==> src/rtl/seg_pkg.sv <==
`timescale 1ns/1ps
package seg_pkg;

   localparam logic [2:0] MD_REAL   = 3'd0;
   localparam logic [2:0] MD_V86    = 3'd1;
   localparam logic [2:0] MD_SMM    = 3'd2;
   localparam logic [2:0] MD_PROT16 = 3'd3;
   localparam logic [2:0] MD_PROT32 = 3'd4;
   localparam logic [2:0] MD_LONG   = 3'd5;

   localparam int SLOT_ES = 0;
   localparam int SLOT_CS = 1;
   localparam int SLOT_SS = 2;
   localparam int SLOT_DS = 3;
   localparam int SLOT_FS = 4;
   localparam int SLOT_GS = 5;

   typedef enum logic [1:0] {
      LD_IDLE  = 2'd0,
      LD_FETCH = 2'd1,
      LD_ACK   = 2'd2
   } ld_state_e;

   function automatic logic is_table_mode(input logic [2:0] m);
      return (m == MD_PROT16) || (m == MD_PROT32) || (m == MD_LONG);
   endfunction

   function automatic logic keeps_base_long(input int slot);
      return (slot == SLOT_FS) || (slot == SLOT_GS);
   endfunction

endpackage

==> src/rtl/seg_regfile.sv <==
`timescale 1ns/1ps
module seg_regfile
   import seg_pkg::*;
#(
   parameter int                ADDR_W      = 32,
   parameter int                NSEG        = 6,
   parameter int                SEG_W       = 3,
   parameter logic [ADDR_W-1:0] CS_RST_BASE = 'hFFFF_0000,
   parameter logic [ADDR_W-1:0] RST_LIMIT   = 'h0000_FFFF
) (
   input  logic              clk,
   input  logic              rst_n,
   input  logic              wr_en,
   input  logic [SEG_W-1:0]  wr_seg,
   input  logic [ADDR_W-1:0] wr_base,
   input  logic [ADDR_W-1:0] wr_limit,
   input  logic              wr_usable,
   input  logic              bw_en,
   input  logic              bw_gs,
   input  logic [ADDR_W-1:0] bw_base,
   input  logic [SEG_W-1:0]  rd_seg,
   output logic [ADDR_W-1:0] rd_base,
   output logic [ADDR_W-1:0] rd_limit,
   output logic              rd_usable
);

   logic [ADDR_W-1:0] base_a   [NSEG];
   logic [ADDR_W-1:0] limit_a  [NSEG];
   logic              usable_a [NSEG];

   for (genvar g = 0; g < NSEG; g++) begin : g_slot
      localparam logic [ADDR_W-1:0] BASE_RST = (g == SLOT_CS) ? CS_RST_BASE : '0;
      logic [ADDR_W-1:0] base_q;
      logic [ADDR_W-1:0] limit_q;
      logic              usable_q;
      logic              hit;

      assign hit = wr_en && (wr_seg == SEG_W'(g));

      if (keeps_base_long(g)) begin : g_direct
         logic bw_hit;
         assign bw_hit = bw_en && (bw_gs == (g == SLOT_GS));
         always_ff @(posedge clk) begin
            if (!rst_n)      base_q <= BASE_RST;
            else if (bw_hit) base_q <= bw_base;
            else if (hit)    base_q <= wr_base;
         end
      end else begin : g_plain
         always_ff @(posedge clk) begin
            if (!rst_n)   base_q <= BASE_RST;
            else if (hit) base_q <= wr_base;
         end
      end

      always_ff @(posedge clk) begin
         if (!rst_n) begin
            limit_q  <= RST_LIMIT;
            usable_q <= 1'b1;
         end else if (hit) begin
            limit_q  <= wr_limit;
            usable_q <= wr_usable;
         end
      end

      assign base_a[g]   = base_q;
      assign limit_a[g]  = limit_q;
      assign usable_a[g] = usable_q;
   end

   always_comb begin
      rd_base   = '0;
      rd_limit  = '0;
      rd_usable = 1'b0;
      for (int i = 0; i < NSEG; i++) begin
         if (rd_seg == SEG_W'(i)) begin
            rd_base   = base_a[i];
            rd_limit  = limit_a[i];
            rd_usable = usable_a[i];
         end
      end
   end

endmodule

==> src/rtl/seg_loader.sv <==
`timescale 1ns/1ps
module seg_loader
   import seg_pkg::*;
#(
   parameter int                ADDR_W     = 32,
   parameter int                LIM_W      = 24,
   parameter int                SEL_W      = 16,
   parameter int                SEG_W      = 3,
   parameter logic [ADDR_W-1:0] REAL_LIMIT = 'h0000_FFFF,
   localparam int               DESC_W     = ADDR_W + LIM_W,
   localparam int               IDX_LSB    = 3
) (
   input  logic              clk,
   input  logic              rst_n,
   input  logic [2:0]        mode_i,
   input  logic [ADDR_W-1:0] tbl_base_i,
   input  logic              ld_req_i,
   input  logic [SEG_W-1:0]  ld_seg_i,
   input  logic [SEL_W-1:0]  ld_sel_i,
   output logic              ld_ack_o,
   output logic              mem_rd_o,
   output logic [ADDR_W-1:0] mem_addr_o,
   input  logic              mem_rvalid_i,
   input  logic [DESC_W-1:0] mem_rdata_i,
   output logic              wr_en_o,
   output logic [SEG_W-1:0]  wr_seg_o,
   output logic [ADDR_W-1:0] wr_base_o,
   output logic [ADDR_W-1:0] wr_limit_o,
   output logic              wr_usable_o
);

   ld_state_e         state_q, state_d;
   logic [SEG_W-1:0]  seg_q;
   logic              p16_q;
   logic [ADDR_W-1:0] addr_q;
   logic              accept_tbl;
   logic              null_sel;
   logic              data_slot;
   logic [ADDR_W-1:0] entry_addr;
   logic [ADDR_W-1:0] shifted_base;
   logic [LIM_W-1:0]  desc_lim;

   assign null_sel     = (ld_sel_i[SEL_W-1:IDX_LSB] == '0);
   assign data_slot    = (ld_seg_i != SEG_W'(SLOT_CS)) && (ld_seg_i != SEG_W'(SLOT_SS));
   assign entry_addr   = tbl_base_i + ADDR_W'({ld_sel_i[SEL_W-1:IDX_LSB], 3'b000});
   assign shifted_base = ADDR_W'({ld_sel_i, 4'b0000});
   assign desc_lim     = mem_rdata_i[ADDR_W +: LIM_W];

   always_comb begin
      state_d     = state_q;
      accept_tbl  = 1'b0;
      wr_en_o     = 1'b0;
      wr_seg_o    = ld_seg_i;
      wr_base_o   = '0;
      wr_limit_o  = '0;
      wr_usable_o = 1'b0;
      case (state_q)
         LD_IDLE: begin
            if (ld_req_i) begin
               if (!is_table_mode(mode_i)) begin
                  wr_en_o     = 1'b1;
                  wr_base_o   = shifted_base;
                  wr_limit_o  = REAL_LIMIT;
                  wr_usable_o = 1'b1;
                  state_d     = LD_ACK;
               end else if (null_sel && data_slot) begin
                  wr_en_o = 1'b1;
                  state_d = LD_ACK;
               end else begin
                  accept_tbl = 1'b1;
                  state_d    = LD_FETCH;
               end
            end
         end
         LD_FETCH: begin
            wr_seg_o = seg_q;
            if (mem_rvalid_i) begin
               wr_en_o     = 1'b1;
               wr_base_o   = mem_rdata_i[ADDR_W-1:0];
               wr_limit_o  = p16_q ? ADDR_W'(desc_lim[15:0]) : ADDR_W'(desc_lim);
               wr_usable_o = 1'b1;
               state_d     = LD_ACK;
            end
         end
         LD_ACK:  state_d = LD_IDLE;
         default: state_d = LD_IDLE;
      endcase
   end

   always_ff @(posedge clk) begin
      if (!rst_n) begin
         state_q <= LD_IDLE;
         seg_q   <= '0;
         p16_q   <= 1'b0;
         addr_q  <= '0;
      end else begin
         state_q <= state_d;
         if (accept_tbl) begin
            seg_q  <= ld_seg_i;
            p16_q  <= (mode_i == MD_PROT16);
            addr_q <= entry_addr;
         end
      end
   end

   assign ld_ack_o   = (state_q == LD_ACK);
   assign mem_rd_o   = (state_q == LD_FETCH);
   assign mem_addr_o = addr_q;

endmodule

==> src/rtl/seg_xlate.sv <==
`timescale 1ns/1ps
module seg_xlate
   import seg_pkg::*;
#(
   parameter int ADDR_W      = 32,
   parameter int SEG_W       = 3,
   parameter bit BYPASS_ZERO = 1'b1
) (
   input  logic              clk,
   input  logic              rst_n,
   input  logic [2:0]        mode_i,
   input  logic              acc_valid_i,
   input  logic [SEG_W-1:0]  acc_seg_i,
   input  logic [ADDR_W-1:0] acc_ofs_i,
   input  logic [1:0]        acc_size_i,
   input  logic [ADDR_W-1:0] base_i,
   input  logic [ADDR_W-1:0] limit_i,
   input  logic              usable_i,
   output logic              lin_valid_o,
   output logic [ADDR_W-1:0] lin_addr_o,
   output logic              fault_o,
   output logic              byp_o
);

   logic              long_md;
   logic              keep_base;
   logic [ADDR_W-1:0] eff_base;
   logic [ADDR_W:0]   last_byte;
   logic              over;
   logic              flt;
   logic [ADDR_W-1:0] lin_d;
   logic              byp_d;

   assign long_md   = (mode_i == MD_LONG);
   assign keep_base = (acc_seg_i == SEG_W'(SLOT_FS)) || (acc_seg_i == SEG_W'(SLOT_GS));
   assign eff_base  = (long_md && !keep_base) ? '0 : base_i;
   assign last_byte = {1'b0, acc_ofs_i} + ((ADDR_W+1)'(1) << acc_size_i) - (ADDR_W+1)'(1);
   assign over      = last_byte > {1'b0, limit_i};
   assign flt       = !long_md && (!usable_i || over);

   if (BYPASS_ZERO) begin : g_bypass
      assign byp_d = (eff_base == '0);
      assign lin_d = byp_d ? acc_ofs_i : eff_base + acc_ofs_i;
   end else begin : g_always_add
      assign byp_d = 1'b0;
      assign lin_d = eff_base + acc_ofs_i;
   end

   always_ff @(posedge clk) begin
      if (!rst_n) begin
         lin_valid_o <= 1'b0;
         fault_o     <= 1'b0;
         lin_addr_o  <= '0;
         byp_o       <= 1'b0;
      end else begin
         lin_valid_o <= acc_valid_i && !flt;
         fault_o     <= acc_valid_i && flt;
         lin_addr_o  <= (acc_valid_i && !flt) ? lin_d : '0;
         byp_o       <= acc_valid_i && !flt && byp_d;
      end
   end

endmodule

==> src/rtl/seg_translator.sv <==
`timescale 1ns/1ps
module seg_translator
   import seg_pkg::*;
#(
   parameter int                ADDR_W      = 32,
   parameter int                LIM_W       = 24,
   parameter int                SEL_W       = 16,
   parameter int                NSEG        = 6,
   parameter logic [ADDR_W-1:0] CS_RST_BASE = 'hFFFF_0000,
   parameter logic [ADDR_W-1:0] RST_LIMIT   = 'h0000_FFFF,
   parameter bit                BYPASS_ZERO = 1'b1,
   localparam int               SEG_W       = $clog2(NSEG),
   localparam int               DESC_W      = ADDR_W + LIM_W
) (
   input  logic              clk,
   input  logic              rst_n,
   input  logic [2:0]        mode_i,
   input  logic [ADDR_W-1:0] tbl_base_i,
   input  logic              ld_req_i,
   input  logic [SEG_W-1:0]  ld_seg_i,
   input  logic [SEL_W-1:0]  ld_sel_i,
   output logic              ld_ack_o,
   output logic              mem_rd_o,
   output logic [ADDR_W-1:0] mem_addr_o,
   input  logic              mem_rvalid_i,
   input  logic [DESC_W-1:0] mem_rdata_i,
   input  logic              bw_en_i,
   input  logic              bw_gs_i,
   input  logic [ADDR_W-1:0] bw_base_i,
   input  logic              acc_valid_i,
   input  logic [SEG_W-1:0]  acc_seg_i,
   input  logic [ADDR_W-1:0] acc_ofs_i,
   input  logic [1:0]        acc_size_i,
   output logic              lin_valid_o,
   output logic [ADDR_W-1:0] lin_addr_o,
   output logic              fault_o,
   output logic              byp_o
);

   if (NSEG < SLOT_GS + 1) begin : g_bad_nseg
      $error("NSEG must cover the FS and GS slots");
   end
   if (SEL_W + 4 > ADDR_W) begin : g_bad_sel
      $error("shifted selector does not fit the address width");
   end
   if (LIM_W < 16 || LIM_W > ADDR_W) begin : g_bad_lim
      $error("LIM_W must lie between 16 and ADDR_W");
   end

   logic              wr_en;
   logic [SEG_W-1:0]  wr_seg;
   logic [ADDR_W-1:0] wr_base;
   logic [ADDR_W-1:0] wr_limit;
   logic              wr_usable;
   logic [ADDR_W-1:0] rd_base;
   logic [ADDR_W-1:0] rd_limit;
   logic              rd_usable;

   seg_loader #(
      .ADDR_W     (ADDR_W),
      .LIM_W      (LIM_W),
      .SEL_W      (SEL_W),
      .SEG_W      (SEG_W),
      .REAL_LIMIT (RST_LIMIT)
   ) u_loader (
      .clk          (clk),
      .rst_n        (rst_n),
      .mode_i       (mode_i),
      .tbl_base_i   (tbl_base_i),
      .ld_req_i     (ld_req_i),
      .ld_seg_i     (ld_seg_i),
      .ld_sel_i     (ld_sel_i),
      .ld_ack_o     (ld_ack_o),
      .mem_rd_o     (mem_rd_o),
      .mem_addr_o   (mem_addr_o),
      .mem_rvalid_i (mem_rvalid_i),
      .mem_rdata_i  (mem_rdata_i),
      .wr_en_o      (wr_en),
      .wr_seg_o     (wr_seg),
      .wr_base_o    (wr_base),
      .wr_limit_o   (wr_limit),
      .wr_usable_o  (wr_usable)
   );

   seg_regfile #(
      .ADDR_W      (ADDR_W),
      .NSEG        (NSEG),
      .SEG_W       (SEG_W),
      .CS_RST_BASE (CS_RST_BASE),
      .RST_LIMIT   (RST_LIMIT)
   ) u_regs (
      .clk       (clk),
      .rst_n     (rst_n),
      .wr_en     (wr_en),
      .wr_seg    (wr_seg),
      .wr_base   (wr_base),
      .wr_limit  (wr_limit),
      .wr_usable (wr_usable),
      .bw_en     (bw_en_i),
      .bw_gs     (bw_gs_i),
      .bw_base   (bw_base_i),
      .rd_seg    (acc_seg_i),
      .rd_base   (rd_base),
      .rd_limit  (rd_limit),
      .rd_usable (rd_usable)
   );

   seg_xlate #(
      .ADDR_W      (ADDR_W),
      .SEG_W       (SEG_W),
      .BYPASS_ZERO (BYPASS_ZERO)
   ) u_xlate (
      .clk         (clk),
      .rst_n       (rst_n),
      .mode_i      (mode_i),
      .acc_valid_i (acc_valid_i),
      .acc_seg_i   (acc_seg_i),
      .acc_ofs_i   (acc_ofs_i),
      .acc_size_i  (acc_size_i),
      .base_i      (rd_base),
      .limit_i     (rd_limit),
      .usable_i    (rd_usable),
      .lin_valid_o (lin_valid_o),
      .lin_addr_o  (lin_addr_o),
      .fault_o     (fault_o),
      .byp_o       (byp_o)
   );

endmodule

==> config.mk <==
export PLATFORM = sky130hd
export DESIGN_NAME = seg_translator
export DESIGN_NICKNAME = d
export VERILOG_FILES = /design/src/rtl/seg_pkg.sv /design/src/rtl/seg_regfile.sv /design/src/rtl/seg_loader.sv /design/src/rtl/seg_xlate.sv /design/src/rtl/seg_translator.sv
export SDC_FILE = /design/constraint.sdc
export NUM_CORES = 1
export LEC_CHECK = 0
export BUFFER_PORTS_ARGS = -buffer_cell sky130_fd_sc_hd__buf_2
export CAP_MARGIN = 20
export CELL_PAD_IN_SITES_DETAIL_PLACEMENT = 2
export CELL_PAD_IN_SITES_GLOBAL_PLACEMENT = 2
export CORE_MARGIN = 3
export CORE_UTILIZATION = 38
export DETAILED_ROUTE_END_ITERATION = 6
export MAX_ROUTING_LAYER = met4
export PLACE_DENSITY_LB_ADDON = 0.1
export SETUP_SLACK_MARGIN = 0.3
export SLEW_MARGIN = 10
export SYNTH_ARGS = -nofsm -noshare
export SYNTH_HDL_FRONTEND = slang
export SYNTH_SLANG_ARGS = --single-unit
export TNS_END_PERCENT = 1
==> constraint.sdc <==
create_clock -name clk -period 9.6 [get_ports clk]
set_input_delay 0.96 -clock clk [delete_from_list [all_inputs] [get_ports clk]]
set_output_delay 0.96 -clock clk [all_outputs]
set_load 0.02 [all_outputs]
==> results.cfg, run 1 <==
[finish]
fin_nets = 3156
drive_gt1_share_pct = 16.1
syn2layout_area_growth_pct = 14.1
mostFrequentLayoutCells = 415 x dfxtp_1, 399 x nand2_1, 316 x nor2_1
mostFrequentLayoutCell = dfxtp_1

[timing]
fin_setup_tns_ps = 0
fmax_mhz = 176
skew_ps = 12.6
final.min_clock_period_ps = 5680
final_hold_viol_count = 0
finalCritPeriodShare_pct = 59.2
worst_pin_slew_ps = 1190
drv_slew = 0
setup_viol = 0
worst_slack_ps = 3920
rsz0062_at_grt = false
hold_slack_ps = 447
relSlewSlack_pct = 20.4

[placed_design]
dp_hpwl_um = 65900
dpl_worst_slack_ps = 3160
gp_congestion = 0.888
port_buffers = 254

[routing]
maxUsedRoutingLayer = met4
wl_per_cell_um = 25.2
wl_met1_um = 39900
wl_met2_um = 47000
drtAntennaViolNets = 0
dr_wl_met3_um = 3230
first_iter_violations = 1218
via_count = 21900
detail_route.first_pass.iterations = 5
avgViaCountPerCell = 5.95
drc = 0
wl_um = 92800

[clocking]
path_clk_slew_ps = 60
clk_latency_ps = 610
cts.sinks = 415
cts_buffers = 49
cts_root_buf = clkbuf_16
tritoncts = built
htree_num_levels = 2
postCtsSetupBuffers = 0
cts_hold_buf = 0
post_cts_resized = 0
clk_path_buf_depth = 3

[hold_path]
hold_class = reg -> reg

[critical_path]
critical_path.startpoint_type = input pin
cp_slowest_cell = buf_2
criticalPathCategory = in -> reg
crit_required_ps = 10080
slowest_delay_ps = 670
cp_max_fo = 30
critPathArrivalTime_ps = 6160
path_cells = buf_2, buf_4, inv_1, buf_16, nor2_2, buf_4, nor2_1, a211oi_1, ha_1, nand2_1, o21ai_0, o21bai_1, nand3_1, a221oi_1, a41oi_1, o41ai_1, a22oi_2, xnor2_1, nor2_1
endpoint_kind = flop

[die]
die_y_um = 251
die_area_sq_um = 63000
row_count = 89
coreArea_sq_um = 59200
io_pins = 255
start_util_pct = 38.5
die_x_um = 251

[power]
p_seq_share_pct = 39.6
comb_power_share_pct = 19.4
power_switching_mw = 1.40
p_per_area_nw_per_um2 = 176
ir_drop_mv = 0.118
power.share.clock_pct = 41.0
p_int_mw = 3.18
p_sw_share_pct = 30.6
p_leak_nw = 10.7
fin_total_pwr_mw = 4.58

[status]
status = finished, final reports clean

[grt]
grt.overflow.total = 0
grt_pass1_vias = 24100
grt_start_max_net_pins = 164
antenna_found_initial = 4
grt_first_pass_wirelength_um = 144000
grt_usage_pct = 29.8

[synthesis]
yosysWarnings = 0
synth.avg_cell_area_sq_um = 8.30
synthDistinctLibCells = 78
ys_ff_latch = 415
ys_seq_area_share_pct = 36.4
synth_edf_count = 0
syn-num-nets = 3039
syn_area_sq_um = 22800
async_flop_share_pct = 0
netlist_instances = 2747
ys.flop_type = dfxtp_1

[run]
maxCapViolations = 0
[per-layer routing]
| layer | vias up | global-route usage [%] |
|---|---|---|
| li1 | 10100 | - |
| met5 | - | - |
| met4 | 0 | 8.82 |
| met1 | 11200 | 36.1 |
| met2 | 455 | 52.5 |
| met3 | 137 | 2.98 |
[power groups by stage]
stage                     registers (mW)  logic, mW  clock network, mW
after global routing                1.82      0.975               1.99
after detailed placement            1.85      0.883                  0
final                               1.81      0.890               1.88
after global placement              1.84      0.848                  0
after floorplan                     1.85      0.559                  0
after CTS                           1.81      0.891               1.92
[cell usage after synthesis, types with 13 or more instances]
cell      number  share of area (%)
xnor2_1       49                1.9
dfxtp_1      415                 36
buf_2         16               0.35
ha_1         103                5.6
mux4_2        50                4.9
and3_1        13               0.36
o211ai_1     164                5.4
o21ai_0       53                1.2
mux2i_1       41                1.8
mux2_2        28                1.4
a22oi_1       40                1.3
xor2_1        21               0.81
a21o_1        35                1.2
a211oi_1     115                3.8
nand2b_1      15               0.41
a32oi_1       49                1.9
nand2_1      405                6.7
inv_1         93                1.5
nor3_1        47                1.0
a21oi_1      235                5.2
nand3_1       32               0.70
o22ai_1       32               0.88
nor2_1       322                5.3
clkbuf_1     171                2.8
[per-stage QoR]
step           instance area (sq um)  util, %  instances
5_1_grt                        26000     43.9       3677
3_3_place_gp                   24400     41.2       3585
3_5_place_dp                   24400     41.2       3585
2_1_floorplan                  22800        -       2747
4_1_cts                        26000     43.9       3673
6_report                       26000     43.9       3677
[final cells by class]
class                   count  area, sq um
multi-input cells        2027        13300
clock inverters            15          163
diodes                      3         7.51
repair buffers            277         1470
well taps                 773          967
clock buffers              73         1430
fillers                  6647        33200
inverters                  94          360
flip-flops and latches    415         8310
[critical path, delay by kind of cell]
| kind | cells | cell delay [ps] |
|---|---|---|
| buffers and inverters | 5 | 1920 |
| adders and majority gates | 1 | 280 |
| and+or+nand+nor | 5 | 500 |
| AOI/OAI and AO/OA | 7 | 2260 |
| xor gates and xnor gates | 1 | 200 |
[cells by family (layout without fill, tap and decap cells)]
logic type / Yosys count / after routing / synth area share, %
compound gates: 805 / 805 / 24.1
simple gates: 924 / 924 / 17.1
fa+ha+maj: 106 / 106 / 5.91
xor+xnor: 70 / 70 / 2.69
flops: 415 / 415 / 36.4
mux: 122 / 122 / 8.27
other cells: 0 / 3 / 0
buf+inv: 305 / 459 / 5.55
[sequential cells by signal (all words and copies together) (netlist names)]
signal and cells:
u_loader.seg_q 3, u_xlate.fault_o 1, u_regs.g_slot.base_q 192, u_xlate.lin_valid_o 1
u_xlate.lin_addr_o 32, u_regs.g_slot.usable_q 6, u_loader.mem_addr_o 32, u_loader.state_q 2
u_regs.g_slot.limit_q 144, u_loader.p16_q 1, u_xlate.byp_o 1
[final timing paths]
path	from	to	slack, ps	cells past startpoint
setup / recovery	acc_seg_i[2]	u_xlate.lin_addr_o[31]$_SDFF_PN0_	3920	19
hold / removal	u_regs.g_slot[2].usable_q$_SDFFE_PN1P_	u_regs.g_slot[2].usable_q$_SDFFE_PN1P_	450	1
setup reg to reg	u_regs.g_slot[5].base_q[0]$_SDFFE_PN0P_	u_xlate.lin_addr_o[26]$_SDFF_PN0_	5040	14
hold reg to reg	u_regs.g_slot[2].usable_q$_SDFFE_PN1P_	u_regs.g_slot[2].usable_q$_SDFFE_PN1P_	450	1
No activity file was read; power rests on OpenSTA's default activity.
==> inputs of run 2 (changes only) <==
--- a/config.mk
+++ b/config.mk
@@ -5,12 +5,13 @@
 export SDC_FILE = /design/constraint.sdc
 export NUM_CORES = 1
 export LEC_CHECK = 0
+export ABC_AREA = 1
 export BUFFER_PORTS_ARGS = -buffer_cell sky130_fd_sc_hd__buf_2
 export CAP_MARGIN = 20
 export CELL_PAD_IN_SITES_DETAIL_PLACEMENT = 2
 export CELL_PAD_IN_SITES_GLOBAL_PLACEMENT = 2
 export CORE_MARGIN = 3
-export CORE_UTILIZATION = 38
+export CORE_UTILIZATION = 30
 export DETAILED_ROUTE_END_ITERATION = 6
 export MAX_ROUTING_LAYER = met4
 export PLACE_DENSITY_LB_ADDON = 0.1
==> constraint.sdc (replaced) <==
create_clock -name clk -period 5.2 [get_ports clk]
set_input_delay 0.52 -clock clk [delete_from_list [all_inputs] [get_ports clk]]
set_output_delay 0.52 -clock clk [all_outputs]
set_load 0.02 [all_outputs]
==> run 2 against run 1 <==
Against the previous run:
- sequential power is 87% higher
- cell count is 32% higher
- setup slack worse by 2800 ps
- first-iteration DRC count is 28% higher
- critical endpoint is now u_xlate.lin_addr_o[10]$_SDFF_PN0_
- global-route usage is 1.7 points lower
- largest cell class unchanged
- hold slack worse by 280 ps
- clock power is 85% higher
- sequential cell count stayed put
- sequential share of layout area is 1.9 points lower
- critical path depth is 12 higher
- wire length is 23% higher
- count of clock-buffer cells in the layout is 1 higher
==> results.cfg, run 2 <==
[synthesis]
synth_area_leader_cell = dfxtp_1
syn-num-nets = 3881
synth.area.top_cells = dfxtp_1 35%, nand2_1 15%, a21oi_1 6.2%
ys_seq_area_share_pct = 35.2
syn_area_sq_um = 23600
ys_ff_latch = 415
yosysWarnings = 0
synth_edf_count = 0
netlist_instances = 3589
async_flop_share_pct = 0
synth_top_area_share_pct = 35.2
ys.flop_type = dfxtp_1
synth.avg_cell_area_sq_um = 6.58
synthDistinctLibCells = 48
synth_commonest_cells = 959 x nand2_1, 415 x dfxtp_1, 350 x inv_1
yosysMostFrequentCell = nand2_1

[run]
maxCapViolations = 0

[routing]
drc = 0
drtAntennaViolNets = 0
via_count = 25800
avgViaCountPerCell = 5.32
wl_per_cell_um = 23.5
wl_um = 114000
first_iter_violations = 1561
detail_route.first_pass.iterations = 5

[power]
comb_power_share_pct = 22.3
p_leak_nw = 13.1
power_switching_mw = 2.90
power.share.clock_pct = 39.4
p_sw_share_pct = 32.9
p_per_area_nw_per_um2 = 319
p_int_mw = 5.92
ir_drop_mv = 0.233
p_seq_share_pct = 38.4

[placed_design]
place_inst = 4767
dp_hpwl_um = 83500
dpl_cell_area_sq_um = 26100
port_buffers = 254
dpl_worst_slack_ps = 458
gp_congestion = 0.896

[timing]
skew_ps = 18.2
setup_viol = 0
final_hold_viol_count = 0
relSlewSlack_pct = 31.2
rsz0062_at_grt = false
drv_slew = 0
fin_setup_tns_ps = 0
finalCritPeriodShare_pct = 78.3
worst_pin_slew_ps = 1020
fmax_mhz = 246
final.min_clock_period_ps = 4070
worst_slack_ps = 1130

[die]
coreArea_sq_um = 77700
die_area_sq_um = 82100
die_y_um = 287
die_x_um = 287
start_util_pct = 30.4
io_pins = 255
row_count = 102

[critical_path]
cp_top_family = simple AND/OR/NAND/NOR gates
cp_max_fo = 34
cp_num_buf_inv = 6
cp_slowest_cell = fa_1
criticalPathCategory = in -> reg
endpoint_kind = flop
critPathArrivalTime_ps = 4610
critical_path.startpoint_type = input pin
crit_required_ps = 5730
crit_top_cell = nand2_1
slowest_delay_ps = 400

[clocking]
clk_path_buf_depth = 3
cts.sinks = 415
cts_root_buf = clkbuf_16
post_cts_resized = 0
clk_latency_ps = 600
htree_num_levels = 2
postCtsSetupBuffers = 0
cts_buffers = 52
tritoncts = built
cts_hold_buf = 0
path_clk_slew_ps = 60

[finish]
antennaDiodeCount = 0
stdcell_area_sq_um = 27700
syn2layout_area_growth_pct = 17.3
largest_reg_flops = 192
largest-register = u_regs.g_slot.base_q
mostFrequentLayoutCells = 953 x nand2_1, 415 x dfxtp_1, 350 x inv_1
top_regs = u_regs.g_slot.base_q (192), u_regs.g_slot.limit_q (144)
stdcell_count = 4855
mostFrequentLayoutCell = nand2_1
final_util_pct = 35.6
drive_gt1_share_pct = 11.8
fin_nets = 4076

[grt]
grt_pass1_vias = 28100
grt.overflow.total = 0
grt_start_max_net_pins = 183
antenna_found_initial = 0
grt_usage_pct = 28.1
grt_first_pass_wirelength_um = 174000

[hold_path]
hold_class = in -> reg

[status]
status = finished, final reports clean
==> run 2: final cells by class <==
class | instances | area (sq um)
Multi-Input combinational cell | 2615 | 13100
Fill cell | 9409 | 50000
Timing Repair Buffer | 336 | 2020
Clock buffer | 74 | 1480
Inverter | 364 | 1370
Clock inverter | 11 | 93.8
Tap cell | 1040 | 1300
Sequential cell | 415 | 8310
==> run 2: metrics by stage <==
stage          power (mW)  hold slack [ps]
2_1_floorplan        4.60              414
3_3_place_gp         5.35              424
3_5_place_dp         5.41              438
4_1_cts              8.94              127
5_1_grt              9.29              167
6_report             8.82              163
==> run 2: path summary, 6_finish.rpt <==
kind                                              from                                   endpoint  slack, ps  cells after the start
max                                      acc_size_i[1]          u_xlate.lin_addr_o[10]$_SDFF_PN0_       1130                     31
min                                      tbl_base_i[2]        u_loader.mem_addr_o[2]$_SDFFE_PN0P_        160                      3
max reg2reg    u_regs.g_slot[0].base_q[2]$_SDFFE_PN0P_          u_xlate.lin_addr_o[19]$_SDFF_PN0_       1540                     19
min reg2reg  u_regs.g_slot[3].limit_q[22]$_SDFFE_PN0P_  u_regs.g_slot[3].limit_q[22]$_SDFFE_PN0P_        450                      2
==> run 2: cell families (layout without fill, tap and decap cells) <==
family / after synthesis / count (layout) / share of synthesized area [%]
xor gates and xnor gates: 68 / 68 / 2.52
AOI/OAI and AO/OA: 793 / 793 / 18.3
and+or+nand+nor: 1648 / 1648 / 28.9
DFF: 415 / 415 / 35.2
buffers and inverters: 559 / 785 / 9.38
adders and majority gates: 106 / 106 / 5.71
==> run 2: routing by layer <==
layer  up-vias  GRT usage (%)  part of all wire [%]
met2       487           48.2                    49
met4         0           6.64                   2.3
met3       117           2.01                   3.1
li1      12200              -                     -
met1     13000           36.0                    46
met5         -              -                     0
==> run 2: worst min-delay path, delay by kind of cell <==
kind,cells,cell delay [ps]
buffers and inverters,1,80
AND/OR/NAND/NOR,2,110
==> run 2: power by group through the flow <==
stage                     Clock, mW  Sequential (mW)  Combinational, mW
after floorplan                   0             3.45               1.15
final                          3.48             3.38               1.96
after CTS                      3.58             3.38               1.97
after global routing           3.71             3.39               2.19
after global placement            0             3.44               1.91
after detailed placement          0             3.45               1.96
==> inputs of run 3 (changes only) <==
--- a/config.mk
+++ b/config.mk
@@ -5,13 +5,13 @@
 export SDC_FILE = /design/constraint.sdc
 export NUM_CORES = 1
 export LEC_CHECK = 0
-export ABC_AREA = 1
+export ABC_AREA = 0
 export BUFFER_PORTS_ARGS = -buffer_cell sky130_fd_sc_hd__buf_2
 export CAP_MARGIN = 20
 export CELL_PAD_IN_SITES_DETAIL_PLACEMENT = 2
 export CELL_PAD_IN_SITES_GLOBAL_PLACEMENT = 2
 export CORE_MARGIN = 3
-export CORE_UTILIZATION = 30
+export CORE_UTILIZATION = 32
 export DETAILED_ROUTE_END_ITERATION = 6
 export MAX_ROUTING_LAYER = met4
 export PLACE_DENSITY_LB_ADDON = 0.1
==> constraint.sdc (replaced) <==
create_clock -name clk -period 3.3 [get_ports clk]
set_input_delay 0.33 -clock clk [delete_from_list [all_inputs] [get_ports clk]]
set_output_delay 0.33 -clock clk [all_outputs]
set_load 0.02 [all_outputs]
==> run 3 against run 2 <==
Against the previous run:
- the flow now finishes with violations (setup timing)
- non-clock buffer count grew 341
- critical path depth down 5
- cell count decreased by 13%
- register-to-register slack worse by 2500 ps
- sequential share of layout area decreased by 2.2 points
- global-route usage down 0.73 points
- setup slack worse by 2200 ps
- first-iteration DRC count is 27% lower
- clock power up 69%
- via count fell by 9.4%
- critical path type unchanged
- largest cell class unchanged
- highest routed layer unchanged
==> results.cfg, run 3 (synthesized netlist as in run 1, its figures left out) <==
[power]
p_leak_nw = 12.8
ir_drop_mv = 0.336
p_per_area_nw_per_um2 = 481
fin_total_pwr_mw = 14.4

[die]
io_pins = 255
row_count = 97
die_y_um = 273
die_x_um = 273
coreArea_sq_um = 70300
start_util_pct = 32.5
die_area_sq_um = 74500

[routing]
wl_um = 101000
via_count = 23400
detail_route.first_pass.iterations = 5
first_iter_violations = 1141
drtAntennaViolNets = 0
avgViaCountPerCell = 5.51
wl_per_cell_um = 23.7
drc = 0

[finish]
fin_nets = 3559
mostFrequentLayoutCells = 415 x dfxtp_1, 398 x nand2_1, 377 x buf_4
syn2layout_area_growth_pct = 31.1
top_regs = u_regs.g_slot.base_q (192), u_regs.g_slot.limit_q (144)
largest_reg_flops = 192
fillers = 7806
largest-register = u_regs.g_slot.base_q
mostFrequentLayoutCell = dfxtp_1
drive_gt1_share_pct = 27.0

[grt]
grt_pass1_vias = 26000
grt_first_pass_wirelength_um = 155000
grt_start_max_net_pins = 116
grt_usage_pct = 27.3
antenna_found_initial = 4
grt.overflow.total = 0

[placed_design]
dpl_worst_slack_ps = -1860
port_buffers = 254
gp_congestion = 0.877
dp_hpwl_um = 72700

[run]
maxCapViolations = 0

[timing]
final_hold_viol_count = 0
skew_ps = 35.0
hold_slack_ps = 38.2
fmax_mhz = 231
worst_slack_ps = -1040
worst_pin_slew_ps = 987
rsz0062_at_grt = true
final.min_clock_period_ps = 4340
drv_slew = 0
relSlewSlack_pct = 33.9
finalCritPeriodShare_pct = 131
setup_viol = 35

[status]
status = finished, violations left
violations = setup timing

[hold_path]
min_from = bw_base_i[0]
hold_depth = 3
holdPathEnd = u_regs.g_slot[4].base_q[0]$_SDFFE_PN0P_
hold_class = in -> reg

[clocking]
clk_latency_ps = 620
htree_num_levels = 2
path_clk_slew_ps = 60
clk_path_buf_depth = 3
cts_buffers = 51
tritoncts = built
cts_root_buf = clkbuf_16
cts.sinks = 415

[critical_path]
regToRegSetupSlack_ps = -940
critical_path.startpoint_type = input pin
r2r-end = u_xlate.lin_addr_o[22]$_SDFF_PN0_
cp_num_buf_inv = 6
r2r_start = u_regs.g_slot[5].base_q[0]$_SDFFE_PN0P_
cp_max_fo = 6
cp_slowest_cell = fa_2
criticalPathCategory = in -> reg
crit_required_ps = 3840
critPathArrivalTime_ps = 4880
endpoint_kind = flop
r2r_cells = 17
cp_top_family = compound AO/OA/AOI/OAI gates
slowest_delay_ps = 370
-- run 3: routing by layer --
layer / vias to the layer above / part of all wire (%) / global-route usage [%]
li1: 11000 / - / -
met1: 11900 / 43 / 32.7
met2: 372 / 52 / 49.3
met3: 130 / 2.9 / 2.78
met4: 0 / 2.4 / 6.36
met5: - / 0 / -
-- run 3: power breakdown --
part / total (mW) / leakage [nW] / internal (mW) / switching (mW)
clock: 5.88 / 0.853 / 3.45 / 2.43
combinational: 3.22 / 8.55 / 1.37 / 1.85
sequential: 5.27 / 3.37 / 5.18 / 0.0913
-- run 3: through the flow --
stage	utilization (%)	area [sq um]	setup TNS [ps]	cells
2_1_floorplan	-	22800	-32040	2747
3_3_place_gp	39.1	27500	-53050	4112
3_5_place_dp	39.1	27500	-59480	4112
4_1_cts	42.3	29700	-34260	4243
5_1_grt	42.5	29900	-40150	4247
6_report	42.5	29900	-34080	4247
-- run 3: worst max path at each step --
stage / cells past startpoint / end / start
after CTS: 26 / u_xlate.lin_addr_o[26]$_SDFF_PN0_ / acc_size_i[0]
after floorplan: 24 / u_xlate.lin_addr_o[24]$_SDFF_PN0_ / acc_size_i[1]
final: 26 / u_xlate.lin_addr_o[26]$_SDFF_PN0_ / acc_size_i[0]
after global routing: 25 / u_xlate.lin_addr_o[11]$_SDFF_PN0_ / acc_size_i[0]
after detailed placement: 24 / u_xlate.lin_addr_o[31]$_SDFF_PN0_ / acc_size_i[0]
after global placement: 24 / u_xlate.lin_addr_o[28]$_SDFF_PN0_ / acc_size_i[0]
-- run 3: layout make-up --
class	instances	area (sq um)	area share [%]
diodes	1	2.50	0.00837
clock buffers	68	1430	4.78
clock inverters	24	312	1.04
inverters	94	363	1.21
multi-input cells	2028	13600	45.4
flip-flops and latches	415	8310	27.8
well taps	940	1180	3.93
repair buffers	677	4750	15.9
-- run 3: timing repair --
action	CTS	global route
resized for setup	24	43
cloned	1	0
hold endpoints to repair	48	0
setup buffers	9	3
pin swaps	30	25
endpoints found under the setup margin	35	212
hold buffers	29	0
-- run 3: tightest hold or removal path, cell delays in order --
cell and delay [ps]:
buf_2 120, nor2_1 100, nor3_1 60
